[src/rtl/dma_irq_pkg.sv]
package dma_irq_pkg;
  localparam int NCH        = 7;
  localparam int DW         = 32;
  localparam int GP_W       = 6;
  localparam int FORCE_BIT  = 15;
  localparam int EN_LSB     = 16;
  localparam int GEN_BIT    = EN_LSB + NCH;
  localparam int FLG_LSB    = 24;
  localparam int MASTER_BIT = FLG_LSB + NCH;
  localparam logic [DW-1:0] WR_MASK = 32'h00FF803F;

  typedef struct packed {
    logic [GP_W-1:0] gp;
    logic            force_irq;
    logic [NCH-1:0]  ch_en;
    logic            glob_en;
  } ctrl_t;
endpackage

[src/rtl/dma_irq_ctrl_field.sv]
module dma_irq_ctrl_field
  import dma_irq_pkg::*;
(
  input  logic          clk,
  input  logic          rst_n,
  input  logic          wr_en,
  input  logic [DW-1:0] wr_data,
  output ctrl_t         ctrl
);
  ctrl_t ctrl_q;

  always_ff @(posedge clk) begin
    if (!rst_n) begin
      ctrl_q <= '0;
    end else if (wr_en) begin
      ctrl_q.gp        <= wr_data[GP_W-1:0];
      ctrl_q.force_irq <= wr_data[FORCE_BIT];
      ctrl_q.ch_en     <= wr_data[EN_LSB +: NCH];
      ctrl_q.glob_en   <= wr_data[GEN_BIT];
    end
  end

  assign ctrl = ctrl_q;

  logic unused_wbits;
  assign unused_wbits = ^{wr_data[FORCE_BIT-1:GP_W], wr_data[DW-1:GEN_BIT+1]};
endmodule

[src/rtl/dma_irq_flag_bank.sv]
module dma_irq_flag_bank #(
  parameter int N = 7
) (
  input  logic         clk,
  input  logic         rst_n,
  input  logic [N-1:0] done,
  input  logic [N-1:0] en,
  input  logic [N-1:0] clr,
  output logic [N-1:0] flags
);
  for (genvar g = 0; g < N; g++) begin : g_cell
    logic f_q;
    always_ff @(posedge clk) begin
      if (!rst_n) begin
        f_q <= 1'b0;
      end else if (done[g] && en[g]) begin
        f_q <= 1'b1;
      end else if (clr[g]) begin
        f_q <= 1'b0;
      end
    end
    assign flags[g] = f_q;
  end
endmodule

[src/rtl/dma_irq_master.sv]
module dma_irq_master #(
  parameter int N = 7
) (
  input  logic         clk,
  input  logic         rst_n,
  input  logic         force_irq,
  input  logic         glob_en,
  input  logic [N-1:0] en,
  input  logic [N-1:0] flags,
  output logic         master,
  output logic         rise
);
  logic master_q;

  assign master = force_irq | (glob_en & (|(en & flags)));

  always_ff @(posedge clk) begin
    if (!rst_n) master_q <= 1'b0;
    else        master_q <= master;
  end

  assign rise = master & ~master_q;
endmodule

[src/rtl/dma_irq_status.sv]
module dma_irq_status
  import dma_irq_pkg::*;
(
  input  logic          clk,
  input  logic          rst_n,
  input  logic          wr_en,
  input  logic [DW-1:0] wr_data,
  input  logic [NCH-1:0] chan_done,
  output logic [DW-1:0] rd_data,
  output logic          irq,
  output logic          irq_rise
);
  ctrl_t          ctrl;
  logic [NCH-1:0] flags;
  logic [NCH-1:0] clr;
  logic           master;

  dma_irq_ctrl_field u_ctrl (
    .clk(clk), .rst_n(rst_n), .wr_en(wr_en), .wr_data(wr_data), .ctrl(ctrl)
  );

  assign clr = wr_en ? wr_data[FLG_LSB +: NCH] : '0;

  dma_irq_flag_bank #(.N(NCH)) u_flags (
    .clk(clk), .rst_n(rst_n), .done(chan_done), .en(ctrl.ch_en),
    .clr(clr), .flags(flags)
  );

  dma_irq_master #(.N(NCH)) u_master (
    .clk(clk), .rst_n(rst_n), .force_irq(ctrl.force_irq), .glob_en(ctrl.glob_en),
    .en(ctrl.ch_en), .flags(flags), .master(master), .rise(irq_rise)
  );

  always_comb begin
    rd_data = '0;
    rd_data[GP_W-1:0]       = ctrl.gp;
    rd_data[FORCE_BIT]      = ctrl.force_irq;
    rd_data[EN_LSB +: NCH]  = ctrl.ch_en;
    rd_data[GEN_BIT]        = ctrl.glob_en;
    rd_data[FLG_LSB +: NCH] = flags;
    rd_data[MASTER_BIT]     = master;
  end

  assign irq = master;
endmodule

[config.mk]
export PLATFORM = sky130hd
export DESIGN_NAME = dma_irq_status
export DESIGN_NICKNAME = d
export VERILOG_FILES = /design/src/rtl/dma_irq_pkg.sv /design/src/rtl/dma_irq_ctrl_field.sv /design/src/rtl/dma_irq_flag_bank.sv /design/src/rtl/dma_irq_master.sv /design/src/rtl/dma_irq_status.sv
export SDC_FILE = /design/constraint.sdc
export NUM_CORES = 1
export LEC_CHECK = 0
export BUFFER_PORTS_ARGS = -buffer_cell sky130_fd_sc_hd__buf_2
export CAP_MARGIN = 20
export CORE_MARGIN = 2
export CORE_UTILIZATION = 43
export DETAILED_ROUTE_END_ITERATION = 6
export PLACE_DENSITY = 0.95
export SLEW_MARGIN = 30
export SYNTH_ARGS = -nofsm -noshare
export SYNTH_HDL_FRONTEND = slang
export SYNTH_SLANG_ARGS = --single-unit
[constraint.sdc]
create_clock -name clk -period 2.79 [get_ports clk]
set_input_delay 0.1395 -clock clk [delete_from_list [all_inputs] [get_ports clk]]
set_output_delay 0.1395 -clock clk [all_outputs]
set_load 0.02 [all_outputs]
Yosys cells after proc, flatten, opt, wreduce, memory -nomap -nowiden

Index checks and enable logic that the tools add are counted.

Reductions and logical operators: 15
Bitwise gates (word level): 5
Multiplexer cells: 15

Operators by type and width:

| kind              | count |
|---|---|
| $mux 1            | 14 |
| $reduce_bool 2->1 | 7 |
| $and 7x7->7       | 1 |
| $logic_and 1x1->1 | 7 |
| $mux 7            | 1 |
| $reduce_or 7->1   | 1 |
| $and 1x1->1       | 2 |
| $not 1->1         | 1 |
| $or 1x1->1        | 1 |

Word-level logic and storage cells: 47
Output and inout port bits: 34
Flip-flop bits (word level): 23

Longest topological paths before layout

Depth after elaboration: 5
Mapped depth: 4
Mapped depth without buffers: 3

By module

A second synthesis with hierarchy kept.

Cells, all modules: 111
Area total of the unflattened synthesis: 1108.6 um^2

By module, submodules not included:

| module             | cells each | area each (um^2) | times used | seq. area each (um^2) |
|---|---|---|---|---|
| dma_irq_ctrl_field | 48         | 579.3            | 1          | 300.3 |
| dma_irq_flag_bank  | 35         | 315.3            | 1          | 140.1 |
| dma_irq_status     | 18         | 122.6            | 1          | 0.0 |
| dma_irq_master     | 10         | 91.3             | 1          | 20.0 |

Worst setup path before layout

Ideal clock, no wire load.

Kind: flip-flop to output port
Start point: register u_ctrl.ctrl_q (netlist bit u_ctrl.ctrl[7])
End point: output rd_data[31]
Slack: 1299 ps
Buffers on the path: 1
Data arrival time: 1351 ps
Stages on the path, launching flop included: 5
Cell sequence: dfxtp_1 -> a22o_1 -> a211oi_2 -> a21oi_1 -> buf_4

Longest elaborated chain between the ends: 4

Ends and longest elaborated chain:

| element         | line                     | text |
|---|---|---|
| from (decl)     | dma_irq_ctrl_field.sv:10 | `ctrl_t ctrl_q;` |
| $and 7x7->7     | dma_irq_master.sv:15     | `assign master = force_irq \| (glob_en & (\|(en & flags)));` |
| $reduce_or 7->1 | dma_irq_master.sv:15     |  |
| $and 1x1->1     | dma_irq_master.sv:15     |  |
| $or 1x1->1      | dma_irq_master.sv:15     |  |
| to (decl)       | dma_irq_status.sv:9      | `output logic [DW-1:0] rd_data,` |

Every way passes these cells.

Worst setup path in the final report

Start point: register u_flags.g_cell[1].f_q
End point: output irq

Longest elaborated chain between the ends: 4

Ends and longest elaborated chain:

| element                | line                    | text |
|---|---|---|
| from (decl)            | dma_irq_flag_bank.sv:12 | `logic f_q;` |
| from (signal assigned) | dma_irq_flag_bank.sv:15 | `f_q <= 1'b0;` |
| from (signal assigned) | dma_irq_flag_bank.sv:17 | `f_q <= 1'b1;` |
| from (signal assigned) | dma_irq_flag_bank.sv:19 | `f_q <= 1'b0;` |
| $and 7x7->7            | dma_irq_master.sv:15    |  |
| $reduce_or 7->1        | dma_irq_master.sv:15    |  |
| $and 1x1->1            | dma_irq_master.sv:15    |  |
| $or 1x1->1             | dma_irq_master.sv:15    |  |
| to (decl)              | dma_irq_status.sv:10    | `output logic irq,` |

Every way passes these cells.

==> results.toml <==
[yosys]
synthFlopType = "sky130_fd_sc_hd__dfxtp_1"
synthDistinctLibCells = 16
post_synth.cell_area_avg_um2 = 10.0
sequential_area_share_after_synthesis_pct = 42.8
post-synth-top-area-cell = "sky130_fd_sc_hd__dfxtp_1"
post_synth_most_frequent_cells = "23 x sky130_fd_sc_hd__dfxtp_1, 22 x sky130_fd_sc_hd__nor2b_1, 19 x sky130_fd_sc_hd__buf_4"
synth_enable_flop_cells = 0
ys_warn_count = 0
synth_top_cells_by_area = "sky130_fd_sc_hd__dfxtp_1 43%, sky130_fd_sc_hd__mux2i_1 14%, sky130_fd_sc_hd__buf_4 13%, sky130_fd_sc_hd__nor2b_1 13%, sky130_fd_sc_hd__a22oi_1 4.9%"
ys_seq_elements = 23
yosysMostFrequentCell = "sky130_fd_sc_hd__dfxtp_1"
synth_top_cell_area_share_pct = 42.8
synth_async_sr_flop_share_pct = 0
syn_inst = 107
mappedNetlistArea_um2 = 1070

[run]
drv.max_cap_violation_count = 0

[setup_path]
reg2regPathDepth = 3
cp.required_ps = 2650
worstSetupStartpointType = "flop"
cpLargestDelayFamily = "compound AO/OA/AOI/OAI gates"
reg2reg_setup_slack_ps = 1730
number_of_buffers_and_inverters_on_the_critical_path = 1
critical_path.cell_chain = "a22o_1 > a221oi_2 > a21oi_1 > buf_2"
worst_r2r_endpoint = "u_master.master_q$_SDFF_PN0_"
path_class = "reg2out"
worstPathMaxFanout = 3
critPathMaxStageDelay_ps = 350
critical-path-slowest-cell = "sky130_fd_sc_hd__dfxtp_1"
crit_arrival_ps = 1440
timing.critical_path.to_type = "output pin"
worstReg2RegStart = "u_flags.g_cell[1].f_q$_SDFFE_PN0P_"

[placed_design]
pre_cts_ws_ps = 1540
postPlaceCellArea_um2 = 1250
finalWeightedCongestion = 0.627
hpwlAfterDp_um = 1540
portBuffers = 56

[drt]
drt_first_pass_iters = 4
detailroute.via_count = 833
remaining_drc_errors = 0
highest_layer = "met4"
vias_per_cell = 4.58
met3_wirelength_um = 166
routed_wl_um = 2020
detail_route.wirelength.met1_um = 846
first_iter_violations = 3
wl_met2_um = 1000
route.detailed.wl_per_inst_um = 11.1
detail-route-antenna-nets = 0

[pwr]
vdd_ir_drop_max_v = 0.000299
pwr_density_cell_nw_per_um2 = 494
leakagePower_nw = 0.653
power_report.internal_total_w = 0.000452
clkPwrFrac_pct = 23.6
switching_share_pct = 28.4
p_sw_w = 0.000179
seq_power_share_pct = 57.0
comb_power_share_pct = 19.5

[grt]
maximum_number_of_pins_on_one_net_before_global_route_repair = 24
global_route_wire_length_before_repair_um = 2830
total_congestion_overflow = 0
number_of_antenna_violations_at_the_first_check_in_global_routing = 0
first_global_vias = 675
grt_use_total_pct = 13.6

[clock_network]
clk-insertion-delay-late_ps = 300
cts_sinks = 23
hold_buffers = 0
cts_htree_levels = 1
tritoncts = "built"
cts_post_setup_buffers_inserted = 0
clock_tree.root_cell = "sky130_fd_sc_hd__clkbuf_4"
clk_pin_slew_ps = 120
cts_buffers = 3
cts_repair_resizes = 0
clock_path_buffers = 2

[cells_and_area]
drive_above_1_share_pct = 40.8
final.fill_count = 238
final_cell_area_um2 = 1280
multiInputGateArea_um2 = 472
syn2layout_area_growth_pct = 18.9
final_core_utilization_pct = 52.5
finalNetCount = 195
ff_latch_area_um2 = 460
diodes = 0

[die]
std_cell_rows = 18
die-area_um2 = 2920
dieHeight_um = 54.0
die_x_um = 54.0
start_util_pct = 44.2
io_pins = 76
core_area_um2 = 2430

[min_path]
min_delay_worst_endpoint = "u_ctrl.ctrl[12]$_SDFFE_PN0P_"
min_path_type = "in2reg"
beginning_of_the_worst_hold_path = "wr_data[3]"
min_path_cells = 3

[sta]
maxSlewViolCount = 0
clock_skew_ps = 0.952
finalHoldViolCount = 0
timing.slew.headroom_pct = 62.7
tightest_pin_transition_ps = 560
final.period_utilization_pct = 56.7
max_freq_ghz = 0.633
fin_worst_hold_slack_ps = 85.2
fin_crit_ps = 1580
timing.final.ws_setup_ps = 1210
final.setup.tns_ps = 0
grt_setup_unrepaired = "no"
report.final.setup_viol = 0

[run_status]
run_status = "complete, no violations"
[worst register-to-register path: cells and delay by family, from the launching register on]
| kind | cells | cell delay [ps] |
|---|---|---|
| compound gates | 3 | 600 |
| flops | 1 | 350 |
[registers in the layout (all words and copies together) (netlist names)]
register,count
u_flags.g_cell.f_q,7
u_ctrl.ctrl,15
u_master.master_q,1
[how the worst max path moves through the flow]
stage	from	endpoint	slack (ps)	cells after the start
4_1_cts	u_flags.g_cell[1].f_q$_SDFFE_PN0P_	irq_rise	1180	4
5_1_grt	u_ctrl.ctrl[2]$_SDFFE_PN0P_	rd_data[31]	1070	4
6_report	u_flags.g_cell[1].f_q$_SDFFE_PN0P_	irq	1210	4
2_1_floorplan	u_ctrl.ctrl[7]$_SDFFE_PN0P_	rd_data[31]	1300	4
3_3_place_gp	u_flags.g_cell[1].f_q$_SDFFE_PN0P_	irq	1540	4
3_5_place_dp	u_flags.g_cell[1].f_q$_SDFFE_PN0P_	irq_rise	1540	4
[metal layers]
metal,global-route usage [%],vias up
met1,16.0,373
met4,6.25,0
met2,23.6,34
met5,0,-
met3,2.78,2
li1,-,424
[metrics by stage]
stage / total power (W) / std cells
after detailed placement: 0.000491 / 178
after floorplan: 0.000464 / 115
after global placement: 0.000488 / 178
final: 0.000631 / 182
after CTS: 0.000640 / 182
after global routing: 0.000673 / 182
[power by group through the flow]
stage	registers (W)	logic, W	clock network (W)
global placement	0.000366	0.000122	0
global route	0.000362	0.000136	0.000174
CTS	0.000360	0.000124	0.000156
floorplan	0.000379	0.0000855	0
finish	0.000360	0.000123	0.000149
detailed placement	0.000367	0.000124	0
[placed cells by master, fill, tap and decap left out]
cell                       count
sky130_fd_sc_hd__o21ai_0       1
sky130_fd_sc_hd__nand2_1       7
sky130_fd_sc_hd__a22o_1        2
sky130_fd_sc_hd__dfxtp_1      23
sky130_fd_sc_hd__a211oi_1      1
sky130_fd_sc_hd__mux2i_1      15
sky130_fd_sc_hd__a21oi_1       2
sky130_fd_sc_hd__clkinv_2      1
sky130_fd_sc_hd__a221oi_2      1
sky130_fd_sc_hd__a22oi_1       7
sky130_fd_sc_hd__clkbuf_4      3
sky130_fd_sc_hd__conb_1        9
sky130_fd_sc_hd__buf_2        56
sky130_fd_sc_hd__a211oi_2      1
sky130_fd_sc_hd__nor2_1        1
sky130_fd_sc_hd__nor2b_1      22
[kinds of logic after synthesis]
logic type	count (synthesis)	share of synthesized area, %
buffers and inverters	23	16.1
other	1	0.349
DFF	23	42.8
muxes	15	14.0
and+or+nand+nor	30	15.6
AOI/OAI and AO/OA	15	11.2
[final cells by class]
type / count / share of cell area [%]
clock buffers: 3 / 1.76
flip-flops and latches: 23 / 36.0
well taps: 30 / 2.94
clock inverters: 1 / 0.392
multi-input cells: 69 / 36.9
repair buffers: 56 / 21.9
Note: power is estimated with default switching activity, not from simulation.
